==> src/rtl/sr_conv_pkg.sv <==
package sr_conv_pkg;
  localparam int unsigned SEED_W    = 21;
  localparam int unsigned TAG_W     = 4;
  localparam int unsigned NUM_SLOTS = 2;
  localparam int unsigned NARROW_W  = 8;
  localparam int unsigned SLOT_LSB  = 28;
  localparam logic [SEED_W-1:0] SEED_FALLBACK = 21'h0ACE1;

  typedef enum logic [1:0] {
    CFG_SEED = 2'd0,
    CFG_MODE = 2'd1,
    CFG_BIAS = 2'd2,
    CFG_NONE = 2'd3
  } cfg_addr_e;
endpackage

==> src/rtl/sr_lfsr_bank.sv <==
module sr_lfsr_bank #(
  parameter int unsigned SLOTS  = 2,
  parameter int unsigned W      = 21,
  parameter int unsigned SW     = 4,
  parameter int unsigned TAP_HI = 20,
  parameter int unsigned TAP_LO = 18,
  parameter logic [W-1:0] FALLBACK = '1
) (
  input  logic                    clk,
  input  logic                    rst_n,
  input  logic                    seed_we,
  input  logic [SW-1:0]           seed_slot,
  input  logic [W-1:0]            seed_val,
  input  logic                    adv_en,
  input  logic [SW-1:0]           adv_slot,
  output logic [SLOTS-1:0][W-1:0] state_o
);
  for (genvar g = 0; g < SLOTS; g++) begin : g_slot
    logic [W-1:0] st_q, st_d;
    logic         hit_seed, hit_adv, st_en;

    always_comb begin
      hit_seed = seed_we && (seed_slot == SW'(g));
      hit_adv  = adv_en  && (adv_slot  == SW'(g));
      st_en    = hit_seed || hit_adv;
      if (hit_seed) begin
        st_d = (seed_val == '0) ? FALLBACK : seed_val;
      end else begin
        st_d = {st_q[W-2:0], st_q[TAP_HI] ^ st_q[TAP_LO]};
      end
    end

    always_ff @(posedge clk or negedge rst_n) begin
      if (!rst_n)     st_q <= FALLBACK;
      else if (st_en) st_q <= st_d;
    end

    assign state_o[g] = st_q;
  end
endmodule

==> src/rtl/sr_fp_narrow.sv <==
module sr_fp_narrow #(
  parameter int unsigned EW      = 4,
  parameter int unsigned MW      = 3,
  parameter bit          HAS_INF = 1'b0,
  parameter int unsigned RW      = 21
) (
  input  logic [31:0]       f32_i,
  input  logic              stoch_i,
  input  logic [5:0]        bias_i,
  input  logic [RW-1:0]     rnd_i,
  output logic [EW+MW:0]    out_o
);
  localparam int unsigned DROP = 23 - MW;
  localparam int unsigned NOM  = (2 ** (EW - 1)) - 1;
  localparam int unsigned EMAX = HAS_INF ? (2 ** EW) - 2 : (2 ** EW) - 1;
  localparam logic signed [10:0] EMAX_S = 11'(EMAX);
  localparam logic [DROP-1:0] HALF = {1'b1, {(DROP-1){1'b0}}};
  localparam logic [EW+MW-1:0] NAN_MAG = HAS_INF ?
      {{EW{1'b1}}, 1'b1, {(MW-1){1'b0}}} : {(EW+MW){1'b1}};
  localparam logic [EW+MW-1:0] MAX_MAG = HAS_INF ?
      {{(EW-1){1'b1}}, 1'b0, {MW{1'b1}}} : {{EW{1'b1}}, {(MW-1){1'b1}}, 1'b0};
  localparam logic [EW+MW-1:0] OVF_MAG = HAS_INF ?
      {{EW{1'b1}}, {MW{1'b0}}} : NAN_MAG;

  logic            sgn;
  logic [7:0]      exp_f;
  logic [22:0]     man_f;
  logic [MW-1:0]   keep, fmant;
  logic [DROP-1:0] rest;
  logic [DROP:0]   ssum;
  logic [MW:0]     rmant;
  logic            rne_up, up, is_nan, is_inf, ovf, unf;
  logic [10:0]     e_adj;
  logic            unused_rnd;

  assign unused_rnd = ^rnd_i;

  always_comb begin
    sgn    = f32_i[31];
    exp_f  = f32_i[30:23];
    man_f  = f32_i[22:0];
    keep   = man_f[22 -: MW];
    rest   = man_f[DROP-1:0];
    ssum   = {1'b0, rest} + {1'b0, rnd_i[DROP-1:0]};
    rne_up = (rest > HALF) || ((rest == HALF) && keep[0]);
    up     = stoch_i ? ssum[DROP] : rne_up;
    rmant  = {1'b0, keep} + {{MW{1'b0}}, up};
    fmant  = rmant[MW] ? '0 : rmant[MW-1:0];
    e_adj  = {3'b000, exp_f} - 11'd127 + 11'(NOM)
           + {{5{bias_i[5]}}, bias_i} + {10'd0, rmant[MW]};
    is_nan = (exp_f == 8'hFF) && (man_f != '0);
    is_inf = (exp_f == 8'hFF) && (man_f == '0);
    ovf    = is_inf || ($signed(e_adj) > EMAX_S)
           || (!HAS_INF && ($signed(e_adj) == EMAX_S) && (fmant == '1));
    unf    = (exp_f == 8'h00) || ($signed(e_adj) < 11'sd1);

    if (is_nan)      out_o = {1'b0, NAN_MAG};
    else if (ovf)    out_o = {sgn, stoch_i ? MAX_MAG : OVF_MAG};
    else if (unf)    out_o = {sgn, {(EW+MW){1'b0}}};
    else             out_o = {sgn, e_adj[EW-1:0], fmant};
  end
endmodule

==> src/rtl/sr_narrow_conv.sv <==
module sr_narrow_conv
  import sr_conv_pkg::*;
(
  input  logic             clk,
  input  logic             rst_n,
  input  logic             cfg_wr_en,
  input  logic [1:0]       cfg_addr,
  input  logic [31:0]      cfg_wdata,
  output logic [31:0]      cfg_rdata,
  input  logic             in_valid,
  output logic             in_ready,
  input  logic [31:0]      in_data,
  input  logic [TAG_W-1:0] in_tag,
  output logic             out_valid,
  input  logic             out_ready,
  output logic [31:0]      out_data,
  output logic [TAG_W-1:0] out_tag
);
  localparam int unsigned SLOT_W = (NUM_SLOTS > 1) ? $clog2(NUM_SLOTS) : 1;

  cfg_addr_e addr_sel;
  logic      mode_q, mode_en;
  logic [5:0] bias_q;
  logic      bias_en, seed_we, accept;
  logic      ov_q, ov_d;
  logic [31:0] od_q, od_d;
  logic [TAG_W-1:0] ot_q;
  logic [NUM_SLOTS-1:0][SEED_W-1:0] gen_state;
  logic [NUM_SLOTS-1:0][NARROW_W-1:0] narrow;
  logic      unused_wdata;

  assign unused_wdata = ^cfg_wdata[SLOT_LSB-1:SEED_W];

  // configuration decode
  always_comb begin
    addr_sel = cfg_addr_e'(cfg_addr);
    mode_en  = cfg_wr_en && (addr_sel == CFG_MODE);
    bias_en  = cfg_wr_en && (addr_sel == CFG_BIAS);
    seed_we  = cfg_wr_en && (addr_sel == CFG_SEED);
    case (addr_sel)
      CFG_MODE: cfg_rdata = {31'd0, mode_q};
      CFG_BIAS: cfg_rdata = {26'd0, bias_q};
      default:  cfg_rdata = 32'd0;
    endcase
  end

  always_ff @(posedge clk or negedge rst_n) begin
    if (!rst_n)       mode_q <= 1'b0;
    else if (mode_en) mode_q <= cfg_wdata[0];
  end

  always_ff @(posedge clk or negedge rst_n) begin
    if (!rst_n)       bias_q <= 6'd0;
    else if (bias_en) bias_q <= cfg_wdata[5:0];
  end

  assign in_ready = !ov_q || out_ready;
  assign accept   = in_valid && in_ready;

  sr_lfsr_bank #(
    .SLOTS   (NUM_SLOTS),
    .W       (SEED_W),
    .SW      (TAG_W),
    .TAP_HI  (20),
    .TAP_LO  (18),
    .FALLBACK(SEED_FALLBACK)
  ) u_bank (
    .clk      (clk),
    .rst_n    (rst_n),
    .seed_we  (seed_we),
    .seed_slot(cfg_wdata[31:SLOT_LSB]),
    .seed_val (cfg_wdata[SEED_W-1:0]),
    .adv_en   (accept),
    .adv_slot (in_tag),
    .state_o  (gen_state)
  );

  // one converter per narrow format; the slot index picks the variant
  for (genvar g = 0; g < NUM_SLOTS; g++) begin : g_cvt
    sr_fp_narrow #(
      .EW     ((g == 0) ? 4 : 5),
      .MW     ((g == 0) ? 3 : 2),
      .HAS_INF(g != 0),
      .RW     (SEED_W)
    ) u_cvt (
      .f32_i  (in_data),
      .stoch_i(mode_q),
      .bias_i (bias_q),
      .rnd_i  (gen_state[g]),
      .out_o  (narrow[g])
    );
  end

  // output stage next state
  always_comb begin
    if (in_tag < TAG_W'(NUM_SLOTS)) begin
      od_d = {{(32-NARROW_W){1'b0}}, narrow[in_tag[SLOT_W-1:0]]};
    end else begin
      od_d = in_data;
    end
    if (accept)         ov_d = 1'b1;
    else if (out_ready) ov_d = 1'b0;
    else                ov_d = ov_q;
  end

  always_ff @(posedge clk or negedge rst_n) begin
    if (!rst_n) ov_q <= 1'b0;
    else        ov_q <= ov_d;
  end

  always_ff @(posedge clk or negedge rst_n) begin
    if (!rst_n) begin
      od_q <= 32'd0;
      ot_q <= '0;
    end else if (accept) begin
      od_q <= od_d;
      ot_q <= in_tag;
    end
  end

  assign out_valid = ov_q;
  assign out_data  = od_q;
  assign out_tag   = ot_q;
endmodule

==> config.mk <==
export PLATFORM = sky130hd
export DESIGN_NAME = sr_narrow_conv
export DESIGN_NICKNAME = d
export VERILOG_FILES = /design/src/rtl/sr_conv_pkg.sv /design/src/rtl/sr_lfsr_bank.sv /design/src/rtl/sr_fp_narrow.sv /design/src/rtl/sr_narrow_conv.sv
export SDC_FILE = /design/constraint.sdc
export NUM_CORES = 1
export LEC_CHECK = 0
export ABC_AREA = 1
export ABC_CLOCK_PERIOD_IN_PS = 5800
export BUFFER_PORTS_ARGS = -buffer_cell sky130_fd_sc_hd__buf_2
export CORE_MARGIN = 3
export CORE_UTILIZATION = 56
export DETAILED_ROUTE_END_ITERATION = 16
export PLACE_DENSITY = 0.81
export RECOVER_POWER = 100
export SLEW_MARGIN = 30
export SYNTH_ARGS = -nofsm -noshare
export SYNTH_HDL_FRONTEND = slang
export SYNTH_SLANG_ARGS = --single-unit
==> constraint.sdc <==
create_clock -name clk -period 5.8 [get_ports clk]
set_clock_uncertainty 0.15 [all_clocks]
set_input_delay 0.87 -clock clk [delete_from_list [all_inputs] [get_ports clk]]
set_output_delay 0.87 -clock clk [all_outputs]
set_load 0.01 [all_outputs]
==> impl_metrics.tcl <==
set metrics [dict create \
    grt-ovfl-total 0 \
    layout_commonest_cell "nand2_1" \
    drive_gt1_share_pct 12.8 \
    whs_ns 0.326 \
    start_util_pct 57.7 \
    die_h_um 118 \
    synth_top_area_share_pct 25.2 \
    row_count 40 \
    ys_seq_area_share_pct 31.2 \
    synth_cell_types 45 \
    finish.net_count 1224 \
    maxSlewHeadroom_pct -152 \
    clk_latency_ns 0.34 \
    wl_per_cell_um 15.0 \
    yosys.area.top_type "dfrtp_1" \
    grt_pass1_wl_mm 31.5 \
    fin_area_um2 7800 \
    syn_avg_cell_area_um2 7.16 \
    tns_ns 0 \
    dp_hpwl_mm 14.5 \
    synth_seq_cells 86 \
    cts-root-buf "clkbuf_16" \
    grt_max_degree 70 \
    finalPower_mw 2.36 \
    dieArea_um2 13800 \
    coreArea_um2 12100 \
    worst_slew_pin_slew_ns 3.78 \
    antenna_left 0 \
    final_core_util_pct 64.6 \
    worstPathArrival_ns 5.35 \
    dpl.cell_count 1231 \
    required_ns 5.87 \
    netlist_area_um2 6960 \
    portBuffers 111 \
    dr.first_iter.drc_count 418 \
    numClockSinks 86 \
    yosysWarnings 0 \
    max_stage_delay_ns 0.32 \
    cts_tree "yes" \
    fin_crit_sh_pct 91.1 \
    placed_area_um2 7580 \
    clockBufferDepth 2 \
    leakagePower_nw 4.15 \
    clk_pin_slew_ns 0.06 \
    stdcell_count 1248 \
    maxSlewViolCount 140 \
    endpoint_kind "flip-flop" \
    setup_violations 0 \
    finalHoldViolCount 0 \
    start_kind "input pin" \
    htreeDepth 3 \
    synthTopCellsByArea "dfrtp_1 (25%), nand2_1 (14%), ha_1 (13%)" \
    grt_pass1_vias 6497 \
    pre_cts_ws_ns 0.279 \
    syn2layout_area_growth_pct 11.9 \
    vias 6731 \
    grtUsageTotal_pct 27.5 \
    p_per_area_nw_per_um2 303 \
    min_path_cells 2 \
    place.gp.congestion 0.891 \
    fmax_mhz 189 \
    cts_setup_buffers 0 \
    layout_setup_ws_ns 0.518 \
    vias_per_cell 5.39 \
    status "complete, but fails checks" \
    first_pass_iters 5 \
    maxCapViolations 2 \
    rsz0062_at_grt "false" \
    cp_max_fo 4 \
    cts_made_buffers 9 \
    cts-hold-fix-buffers 0 \
    ir_worst_vdd_uv 221 \
    reg2reg_depth 35 \
    crit_top_cell "nand2_1" \
    cts_resized 0 \
    hp-class "flip-flop to flip-flop" \
    period_minus_slack_ns 5.28 \
    drc 0 \
    crit_type "input pin to flip-flop" \
    ios 145 \
    antenna_found_initial 1 \
    slowest_stage "ha_1" \
    wl_mm 18.8 \
    synth_cells 973 \
    fp.dieW_um 118 \
    layout_common_cells "nand2_1 (268), inv_1 (114), nand3_1 (77)" \
    violations "capacitance limit, slew limit" \
]
-- flip-flops by register name (all words and copies together), names as in the netlist --
register,flops
bias_q,6
out_valid,1
mode_q,1
out_tag,4
u_bank.g_slot.st_q,42
out_data,32
-- routing by layer --
| layer | share of wire [%] | wire length [um] | global-route usage (%) | vias to the layer above |
|---|---|---|---|---|
| li1 | - | - | - | 3362 |
| met4 | 1.6 | 299 | 7.47 | 0 |
| met1 | 44 | 8310 | 37.5 | 3101 |
| met5 | 0 | 0 | 0 | - |
| met3 | 6.0 | 1130 | 3.94 | 28 |
| met2 | 48 | 9050 | 46.1 | 240 |
-- synthesized netlist by cell type, drive strengths merged --
cell type and number:
nor2 84, nand2 284, clkbuf 23, o41ai 1, xnor2 5, ha 73, a22oi 1, conb 1
a31o 1, nand3b 1, nand4 20, a21o 1, xor2 7, and2 1, clkinv 1, nand2b 1
a211oi 3, o221ai 10, a21oi 32, dfrtp 70, buf 30, fa 2, o31ai 13, inv 119
o211ai 9, a21boi 2, nand3 80, nor3 9, or2 1, nor4 6, a31oi 6, o21a 1
o21ai 59, dfstp 16
-- where the power goes --
part | switching (mW) | total (mW) | internal, mW
logic | 0.603 | 0.961 | 0.358
registers | 0.0911 | 0.816 | 0.725
clock network | 0.238 | 0.583 | 0.345
total | 0.932 | 2.36 | 1.43
-- path summary, 6_finish.rpt --
| kind | start | to | slack [ns] |
|---|---|---|---|
| max | in_data[10] | out_data[6] | 0.52 |
| min | out_data[3] | out_data[3] | 0.33 |
| max reg2reg | u_bank.g_slot[1].st_q[10] | out_data[6] | 0.72 |
| min reg2reg | out_data[3] | out_data[3] | 0.33 |
| max in group asynchronous | rst_n | mode_q | 0.93 |
| min in group asynchronous | rst_n | out_valid | 0.49 |
-- critical path, delay by kind of cell --
family	cells	cell delay, ns
buffers and inverters	4	0.31
and+or+nand+nor	20	1.76
adders and majority gates	6	1.41
AOI/OAI and AO/OA	6	0.97
-- final cells by class --
type / instances / area (um2)
fill: 1142 / 4270
tap: 168 / 210
inverter: 120 / 450
clock buffer: 12 / 246
sequential: 86 / 2170
clock inverter: 4 / 47.5
multi-input combinational: 739 / 4130
timing repair buffer: 118 / 539
antenna: 1 / 2.50
-- logic make-up (layout without fill, tap and decap cells) --
kind of cell / Yosys count / count (layout) / synth area share [%]
compound gates: 139 / 139 / 12.3
fa+ha+maj: 75 / 75 / 13.7
xor+xnor: 12 / 12 / 1.51
other cells: 1 / 27 / 0.0538
buf+inv: 173 / 254 / 10.9
flops: 86 / 86 / 31.2
simple gates: 487 / 487 / 30.3
Power figures use the tool's default switching activity.
